--- src/rtl/wdt_pkg.sv ---
package wdt_pkg;
  typedef enum logic [1:0] {
    SEL_CNT = 2'd0,
    SEL_TCR = 2'd1,
    SEL_RCR = 2'd2,
    SEL_NONE = 2'd3
  } reg_sel_e;
endpackage

--- src/rtl/wdt_cnt.sv ---
module wdt_cnt #(
  parameter int DW = 8
) (
  input  logic          clk,
  input  logic          rst,
  input  logic          run,
  input  logic          tick,
  input  logic          ld,
  input  logic [DW-1:0] ld_val,
  input  logic          clr,
  output logic [DW-1:0] cnt_o,
  output logic          wrap_o
);
  localparam logic [DW-1:0] MAXV = {DW{1'b1}};

  logic step;
  assign step   = run && tick;
  assign wrap_o = step && !ld && (cnt_o == MAXV);

  always_ff @(posedge clk) begin
    if (rst)       cnt_o <= '0;
    else if (ld)   cnt_o <= ld_val;
    else if (clr)  cnt_o <= '0;
    else if (step) cnt_o <= cnt_o + 1'b1;
  end

  // a plain step moves the count by exactly one
  a_r3_step: assert property (@(posedge clk) disable iff (rst)
    (step && !ld && !clr) |=> (cnt_o == $past(cnt_o) + 1'b1));
  // no tick, no load, no clear -> count holds
  a_r3_hold: assert property (@(posedge clk) disable iff (rst)
    (!step && !ld && !clr) |=> $stable(cnt_o));
endmodule

--- src/rtl/wdt_rcr.sv ---
module wdt_rcr #(
  parameter int DW = 8
) (
  input  logic          clk,
  input  logic          rst,
  input  logic          wr,
  input  logic [DW-1:0] wdata,
  input  logic          rd,
  input  logic          set_flag,
  output logic [DW-1:0] q_o,
  output logic          ena_o,
  output logic          typ_o
);
  localparam int RSV = DW - 3;

  logic flag_q, arm_q;

  always_ff @(posedge clk) begin
    if (rst) begin
      flag_q <= 1'b0;
      arm_q  <= 1'b0;
      ena_o  <= 1'b0;
      typ_o  <= 1'b0;
    end else begin
      if (rd && flag_q) arm_q <= 1'b1;
      else if (wr)      arm_q <= 1'b0;
      if (wr) begin
        ena_o <= wdata[DW-2];
        typ_o <= wdata[DW-3];
      end
      if (set_flag)                        flag_q <= 1'b1;
      else if (wr && arm_q && !wdata[DW-1]) flag_q <= 1'b0;
    end
  end

  assign q_o = {flag_q, ena_o, typ_o, {RSV{1'b1}}};

  // the flag only falls after an arming read
  a_r8_clear_needs_read: assert property (@(posedge clk) disable iff (rst)
    $fell(flag_q) |-> $past(arm_q));
  // the flag only rises on an overflow
  a_r8_no_sw_set: assert property (@(posedge clk) disable iff (rst)
    $rose(flag_q) |-> $past(set_flag));
endmodule

--- src/rtl/wdt_pulse.sv ---
module wdt_pulse #(
  parameter int LEN = 128
) (
  input  logic clk,
  input  logic rst,
  input  logic start,
  input  logic sel,
  output logic por_o,
  output logic man_o
);
  localparam int CNTW = (LEN > 1) ? $clog2(LEN) : 1;
  localparam logic [CNTW-1:0] LAST = CNTW'(LEN - 1);

  logic            busy_q, typ_q;
  logic [CNTW-1:0] len_q;

  always_ff @(posedge clk) begin
    if (rst) begin
      busy_q <= 1'b0;
      typ_q  <= 1'b0;
      len_q  <= '0;
    end else if (busy_q) begin
      len_q <= len_q + 1'b1;
      if (len_q == LAST) busy_q <= 1'b0;
    end else if (start) begin
      busy_q <= 1'b1;
      typ_q  <= sel;
      len_q  <= '0;
    end
  end

  assign por_o = busy_q && !typ_q;
  assign man_o = busy_q && typ_q;

  // one reset type at a time
  a_r7_exclusive: assert property (@(posedge clk) disable iff (rst)
    !(por_o && man_o));
  // the pulse ends only after the full length
  a_r6_full_length: assert property (@(posedge clk) disable iff (rst)
    $fell(busy_q) |-> ($past(len_q) == LAST));
  // the reset type holds for the whole pulse
  a_r7_type_stable: assert property (@(posedge clk) disable iff (rst)
    (busy_q && len_q != LAST) |=> (busy_q && $stable(typ_q)));
endmodule

--- src/rtl/wdt_rstctl.sv ---
module wdt_rstctl #(
  parameter int          DW        = 8,
  parameter logic [7:0]  WKEY      = 8'h5A,
  parameter int          PULSE_LEN = 128
) (
  input  logic            clk,
  input  logic            rst,
  input  logic            tick,
  input  logic [1:0]      bus_addr,
  input  logic            bus_wr,
  input  logic            bus_rd,
  input  logic [2*DW-1:0] bus_wdata,
  output logic [DW-1:0]   bus_rdata,
  output logic            irq,
  output logic            rst_por,
  output logic            rst_man
);
  import wdt_pkg::*;

  localparam int RSV = DW - 3;

  logic          key_ok, wr_cnt, wr_tcr, wr_rcr, rd_rcr;
  logic          run_q, mode_q, wrap, wd_ovf;
  logic [DW-1:0] cnt, rcr_q, tcr_v;
  logic          rcr_ena, rcr_typ;

  assign key_ok = bus_wr && (bus_wdata[2*DW-1:DW] == WKEY[DW-1:0]);
  assign wr_cnt = key_ok && (bus_addr == SEL_CNT);
  assign wr_tcr = key_ok && (bus_addr == SEL_TCR);
  assign wr_rcr = key_ok && (bus_addr == SEL_RCR);
  assign rd_rcr = bus_rd && (bus_addr == SEL_RCR);

  wdt_cnt #(.DW(DW)) u_cnt (
    .clk(clk), .rst(rst), .run(run_q), .tick(tick),
    .ld(wr_cnt), .ld_val(bus_wdata[DW-1:0]), .clr(wd_ovf),
    .cnt_o(cnt), .wrap_o(wrap)
  );

  assign wd_ovf = wrap && mode_q;

  always_ff @(posedge clk) begin
    if (rst) begin
      run_q  <= 1'b0;
      mode_q <= 1'b0;
    end else if (wd_ovf) begin
      run_q  <= 1'b0;
      mode_q <= 1'b0;
    end else if (wr_tcr) begin
      mode_q <= bus_wdata[DW-1];
      run_q  <= bus_wdata[DW-2];
    end
  end

  assign tcr_v = {mode_q, run_q, {(DW-2){1'b0}}};

  wdt_rcr #(.DW(DW)) u_rcr (
    .clk(clk), .rst(rst), .wr(wr_rcr), .wdata(bus_wdata[DW-1:0]),
    .rd(rd_rcr), .set_flag(wd_ovf),
    .q_o(rcr_q), .ena_o(rcr_ena), .typ_o(rcr_typ)
  );

  wdt_pulse #(.LEN(PULSE_LEN)) u_pulse (
    .clk(clk), .rst(rst), .start(wd_ovf && rcr_ena), .sel(rcr_typ),
    .por_o(rst_por), .man_o(rst_man)
  );

  always_ff @(posedge clk) begin
    if (rst) begin
      irq       <= 1'b0;
      bus_rdata <= '0;
    end else begin
      irq <= wrap && !mode_q;
      if (bus_rd) begin
        case (bus_addr)
          SEL_CNT: bus_rdata <= cnt;
          SEL_TCR: bus_rdata <= tcr_v;
          SEL_RCR: bus_rdata <= rcr_q;
          default: bus_rdata <= '0;
        endcase
      end
    end
  end

  // the flag never rises from an interval-mode wrap
  a_r4_no_flag_interval: assert property (@(posedge clk) disable iff (rst)
    $rose(rcr_q[DW-1]) |-> $past(mode_q));
  // the interrupt lasts a single cycle
  a_r4_irq_single: assert property (@(posedge clk) disable iff (rst)
    irq |=> !irq);
  // a watchdog overflow stops the timer and zeroes the count
  a_r5_stop: assert property (@(posedge clk) disable iff (rst)
    wd_ovf |=> (!run_q && !mode_q && cnt == '0));
  // a reset request starts only from an enabled watchdog overflow
  a_r6_start_cause: assert property (@(posedge clk) disable iff (rst)
    $rose(rst_por || rst_man) |-> $past(wd_ovf && rcr_ena));
  // reserved bits read back as ones
  a_r9_reserved: assert property (@(posedge clk) disable iff (rst)
    $past(rd_rcr) |-> (bus_rdata[RSV-1:0] == {RSV{1'b1}}));
endmodule

--- config.mk ---
export PLATFORM = sky130hd
export DESIGN_NAME = wdt_rstctl
export DESIGN_NICKNAME = d
export VERILOG_FILES = /design/src/rtl/wdt_pkg.sv /design/src/rtl/wdt_cnt.sv /design/src/rtl/wdt_rcr.sv /design/src/rtl/wdt_pulse.sv /design/src/rtl/wdt_rstctl.sv
export SDC_FILE = /design/constraint.sdc
export NUM_CORES = 1
export LEC_CHECK = 0
export BUFFER_PORTS_ARGS = -buffer_cell sky130_fd_sc_hd__clkbuf_2
export CAP_MARGIN = 20
export CORE_MARGIN = 2
export CORE_UTILIZATION = 54
export DETAILED_ROUTE_END_ITERATION = 8
export GPL_ROUTABILITY_DRIVEN = 0
export PLACE_DENSITY = 0.78
export SETUP_SLACK_MARGIN = 0.4
export SYNTH_ARGS = -nofsm -noshare
export SYNTH_HDL_FRONTEND = slang
export SYNTH_SLANG_ARGS = --single-unit
--- constraint.sdc ---
create_clock -name clk -period 2 [get_ports clk]
set_input_delay 0 -clock clk [delete_from_list [all_inputs] [get_ports clk]]
set_output_delay 0 -clock clk [all_outputs]
set_load 0.01 [all_outputs]
==> results of run 1 <==
## kinds of logic after synthesis
logic type	after synthesis	share of synthesized area, %
AO/OA/AOI/OAI	37	14.2
XOR/XNOR	5	2.56
multiplexers	13	7.59
flip-flops	32	37.4
adder cells (fa/ha/maj)	2	1.46
AND/OR/NAND/NOR	104	32.7
buffers and inverters	16	4.09
## critical path: cells and delay by family (launching register included)
family,cells,cell delay [ps]
adder cells (fa/ha/maj),1,160
AO/OA/AOI/OAI,2,540
flip-flops,1,380
AND/OR/NAND/NOR,2,340
## stage by stage
| stage | worst slack, ps | util (%) | hold WS [ps] | std cells | cell area [µm²] |
|---|---|---|---|---|---|
| after floorplan | 436 | - | 144 | 209 | 1710 |
| after global placement | 185 | 63.2 | 258 | 277 | 1910 |
| after detailed placement | 143 | 63.2 | 260 | 277 | 1910 |
| after CTS | 403 | 69.5 | 75.7 | 295 | 2110 |
| after global routing | 413 | 70.6 | 87.9 | 296 | 2140 |
| final | 488 | 70.6 | 83.1 | 296 | 2140 |
## flip-flops by register name, indices dropped and copies added (netlist names)
name,flops
mode_q,1
irq,1
u_pulse.len_q,7
u_cnt.cnt_o,8
u_rcr.ena_o,1
bus_rdata,8
u_pulse.typ_q,1
u_pulse.busy_q,1
u_rcr.flag_q,1
u_rcr.arm_q,1
u_rcr.typ_o,1
run_q,1
## final cells by class
class | instances | area (µm²)
Inverter | 1 | 3.75
Fill cell | 248 | 890
Clock buffer | 6 | 41.3
Multi-Input combinational cell | 161 | 1030
Tap cell | 44 | 55.1
Clock inverter | 2 | 35.0
Sequential cell | 32 | 661
Timing Repair Buffer | 50 | 315
## report_power, final
group | total, mW | internal (mW) | switching [mW]
Sequential | 0.640 | 0.637 | 0.00302
Clock | 0.489 | 0.262 | 0.227
Combinational | 0.101 | 0.0503 | 0.0503
## cell usage in the layout (no fill, tap or decap), types with 2 or more instances in the layout
cell type,netlist,routed
a211oi_1,2,2
a21oi_1,9,8
a311oi_1,2,2
a31oi_1,7,7
and2_1,3,3
and3_1,2,2
and4_1,2,2
buf_4,0,8
clkbuf_2,0,33
clkbuf_4,0,5
dfxtp_1,32,24
dfxtp_2,0,4
dfxtp_4,0,4
dlygate4sd3_1,0,9
mux2i_1,13,13
nand2_1,13,13
nand2b_1,6,6
nand3_1,11,11
nand4_1,9,9
nor2_1,28,28
nor2b_1,7,7
nor3_1,11,11
o211ai_1,5,5
o21a_1,3,3
o21ai_0,4,4
or2_2,2,2
or4_4,0,2
xnor2_1,3,3
xor2_1,2,2
## final timing paths
| check | end | slack (ps) | cells after the start |
|---|---|---|---|
| setup / recovery | u_cnt.cnt_o[0] | 490 | 5 |
| hold reg to reg | bus_rdata[7] | 490 | 2 |
| setup reg to reg | u_cnt.cnt_o[0] | 490 | 5 |
| hold / removal | irq | 80 | 3 |
## layer usage
layer | up-vias | global-route usage, %
li1 | 846 | -
met1 | 743 | 32.4
met2 | 57 | 38.4
met3 | 8 | 6.82
met4 | 0 | 6.67
met5 | - | 0
## what timing repair did
action | CTS | global route
endpoints found under the hold margin | 12 | 0
endpoints found under the setup margin | 8 | 3
buffers inserted | 1 | 1
pin swaps | 0 | 2
hold buffers | 9 | 0
gates resized for setup | 8 | 9
==> metrics, run 1 <==
pin count of the biggest net entering global routing=32; fin. max-slew vios=0; met1 WL=1.92 mm; Max Clk Rate=661 MHz; YS warnings=0; PD cells=575 mW/mm²; Syn Area/Cell=8.20 µm²; main flop type after synthesis=dfxtp_1; full die area=0.00364 mm²; area grow syn2layout=24.7%; I/O Pins=34; Mapped Cells=209; Worst Tran Pin Value=337 ps; Final Setup Violations=0; Pwr Total=1.23 mW; VDD IR-drop max=0.410 mV; WS Path Type=flip-flop to flip-flop; DRT Pass-1 Iters=4; average wire per standard cell=13.5 µm; Die Ht=60.3 µm; post-synthesis sequential area ratio=37.4%; row cnt=20; antenna cells=0; Total GRT Usage=24.2%; top cells by count, synth=dfxtp_1 (32), nor2_1 (28), mux2i_1 (13), nand2_1 (13), clkbuf_1 (12); DP HPWL=2.79 mm; Data arrival, critical path=1760 ps; first-pass GRT wire length=6.62 mm; highest signal layer in the routed design=met4; core area=0.00303 mm²; Detail Route Antenna Nets=0; final period demand of the worst path=1510 ps; Sink Count=32; Critical Path Fanout Max=6; RSZ-0062 raised after global routing=no; hold path start=tick; final setup TNS=0 ps; clock buffer depth=2; synth top area cells=dfxtp_1 (37%), mux2i_1 (7.6%), nor2_1 (6.1%); CTS H-tree lvls=2; GRT overflow=0; Max Cap Viol=0; via count=1654; Synth Cell Area=0.00171 mm²; Rel. slew slack=77.5%; Synth top area share=37.4%; Worst-Skew Late Latency=340 ps; skew final=9.11 ps; die width=60.3 µm; Final period util=75.6%; CTS tree=done; Num CTS Buffers=5; CP peak stage delay=380 ps; synthesis-stage register bit count=32; CP max stage cell=dfxtp_4; final hold viol count=0; starting density of the core=56.6%; crit-path cells=ha_4 > and4_1 > a21oi_2 > nand2b_1 > a211oi_1; IO buf count=33; fraction of layout cells with a size suffix above 1=25.8%; Net Count, Synth=234; Yosys top cell by area=dfxtp_1; Reg clk slew, reported paths=110 ps; Total Nets Final=276; initial antenna violation count=0; outcome=finished, final reports clean; FFs w/ async S/R, synth=0%; final wirelength=4.00 mm; number of flops mapped to enable cells by yosys=0; post-DR vias/cell=5.59; static leakage=0.834 nW; R2R Path Start=u_cnt.cnt_o[1]; met3 wire len=284 µm; most frequent cell after synthesis=dfxtp_1; root buf cell=clkbuf_4; vias in the first global route=1535; worst path required time=2250 ps; DRC violations left=0; CP startpoint kind=flip-flop; Setup crit start=u_cnt.cnt_o[1]; HP Class=input port to flip-flop; Iter 0 DRT Violations=137; type of destination of the critical path=flip-flop; Cell variety after synth=40; routed wl met2=1.74 mm
(Power assumes the default switching activity.)
==> run 2: changes to the inputs <==
Clock period 2 ns to 1.4 ns, I/O delays scaled along.
==> run 2 against run 1 <==
Effect of this change:
- core utilization grew 10 points
- highest routed layer unchanged
- hold slack worse by 150 ps
- combinational power rose by 61%
- non-clock buffer count grew 22
- total power grew 39%
- largest cell class unchanged
- sequential cell count unchanged
- via count is 16% higher
- the flow now finishes with violations (hold timing, setup timing)
- cell area increased by 15%
==> metrics, run 2 (synthesis gave the netlist of run 1 again) <==
most common cell after layout, fill and taps aside=clkbuf_2; Worst Tran Pin Value=346 ps; RSZ-0062 raised after global routing=yes; Worst-Skew Late Latency=350 ps; Max Clk Rate=672 MHz; worst reg2reg path depth=5; Num CTS Buffers=5; Total GRT Usage=28.4%; antenna cells=0; Final Setup Violations=9; skew final=10.0 ps; vias in the first global route=1654; via count=1922; initial antenna violation count=0; final worst slack=-88.0 ps; type of destination of the critical path=flip-flop; CP endpoint=u_pulse.len_q[4]; failing checks=hold timing, setup timing; worst hold slack=-65.5 ps; Total Nets Final=298; Worst R2R End=u_pulse.len_q[4]; Max Cap Viol=0; internal reg-to-reg setup slack=-90 ps; Rel. slew slack=76.9%; row cnt=20; final wirelength=5.54 mm; DP HPWL=3.12 mm; Setup crit start=u_cnt.cnt_o[1]; Data arrival, critical path=1710 ps; first-pass GRT wire length=7.50 mm; Detail Route Antenna Nets=0; R2R Path Start=u_cnt.cnt_o[1]; Sink Count=32; Die Ht=60.3 µm; HP Class=input port to flip-flop; CP startpoint kind=flip-flop; starting density of the core=56.6%; clock buffer depth=2; average wire per standard cell=17.4 µm; WS Path Type=flip-flop to flip-flop; non-filler instance count after layout=318; static leakage=0.968 nW; Reg clk slew, reported paths=100 ps; commonest non-fill, non-tap cells in the layout=clkbuf_2 (31), nor2_1 (24), buf_4 (23); DP Cell Count=294; fraction of layout cells with a size suffix above 1=39.4%; DRT Pass-1 Iters=5; pin count of the biggest net entering global routing=32; IO buf count=33; GRT overflow=0; outcome=complete, but fails checks; final hold viol count=1; post-DR vias/cell=6.04; DRC violations left=0; Final period util=106%; PD cells=696 mW/mm²; CTS tree=done; # fillers=189; VDD IR-drop max=0.567 mV; Hold Buf Count CTS=8; Critical Path Fanout Max=2; fin. max-slew vios=0; CTS H-tree lvls=2; worst path required time=1620 ps; core area=0.00303 mm²; full die area=0.00364 mm²; final period demand of the worst path=1490 ps; die width=60.3 µm; Iter 0 DRT Violations=280; largest registers=bus_rdata: 8 flops, u_cnt.cnt_o: 8 flops, u_pulse.len_q: 7 flops; area grow syn2layout=43.2%; I/O Pins=34; root buf cell=clkbuf_4
==> run 2: cell type report <==
class                      count  area, µm²  area share, %
clock inverter                 1       5.00          0.204
multi-input combinational    161       1130           46.0
sequential                    32        658           26.8
tap                           44       55.1           2.24
inverter                       1       3.75          0.153
timing repair buffer          72        538           21.9
clock buffer                   7       66.3           2.70
==> run 2: where the power goes <==
group / internal (mW) / total, mW / switching, mW / leakage, nW
registers: 0.914 / 0.918 / 0.00438 / 0.264
clock network: 0.302 / 0.627 / 0.325 / 0.0404
logic: 0.0789 / 0.163 / 0.0841 / 0.663
==> run 2: how the worst min path moves through the flow <==
stage / from / end / slack, ps / cells after the start
finish: rst / irq / -70 / 3
global route: rst / irq / -60 / 3
CTS: rst / irq / -70 / 3
detailed placement: bus_wdata[3] / u_cnt.cnt_o[3] / 270 / 3
global placement: bus_wdata[4] / u_cnt.cnt_o[4] / 260 / 3
floorplan: bus_wdata[6] / u_rcr.ena_o / 140 / 2
==> run 2: repair_timing <==
| action | 4_1_cts | 5_1_grt |
|---|---|---|
| cloned | 1 | 0 |
| hold endpoints to repair | 12 | 1 |
| pin swaps | 16 | 9 |
| setup endpoints to repair | 25 | 29 |
| setup buffers | 4 | 3 |
| gates resized for setup | 19 | 21 |
==> run 2: stage by stage <==
step / utilization (%) / instance area (µm²) / setup TNS (ps) / setup slack [ps] / total power [mW]
finish: 81.1 / 2450 / -438 / -88.0 / 1.71
global route: 81.1 / 2450 / -1320 / -178 / 1.76
CTS: 77.9 / 2360 / -94.9 / -32.3 / 1.71
detailed placement: 69.6 / 2110 / -2610 / -269 / 1.07
global placement: 69.6 / 2110 / -2000 / -198 / 1.07
floorplan: - / 1780 / -906 / -111 / 1.00
==> run 2: per-layer routing <==
metal	vias up	part of all wire (%)	track usage, %	wire (µm)
li1	890	-	-	-
met5	-	0	0	0
met3	29	7.9	6.82	438
met2	117	49	46.0	2690
met1	886	40	35.6	2230
met4	0	3.3	14.0	182
==> run 2: worst max-delay path, cell delays in order, from the launching register on <==
cell	delay (ps)
dfxtp_4	370
ha_4	140
nand4_1	120
or4_4	450
o211ai_1	190
a21oi_1	90
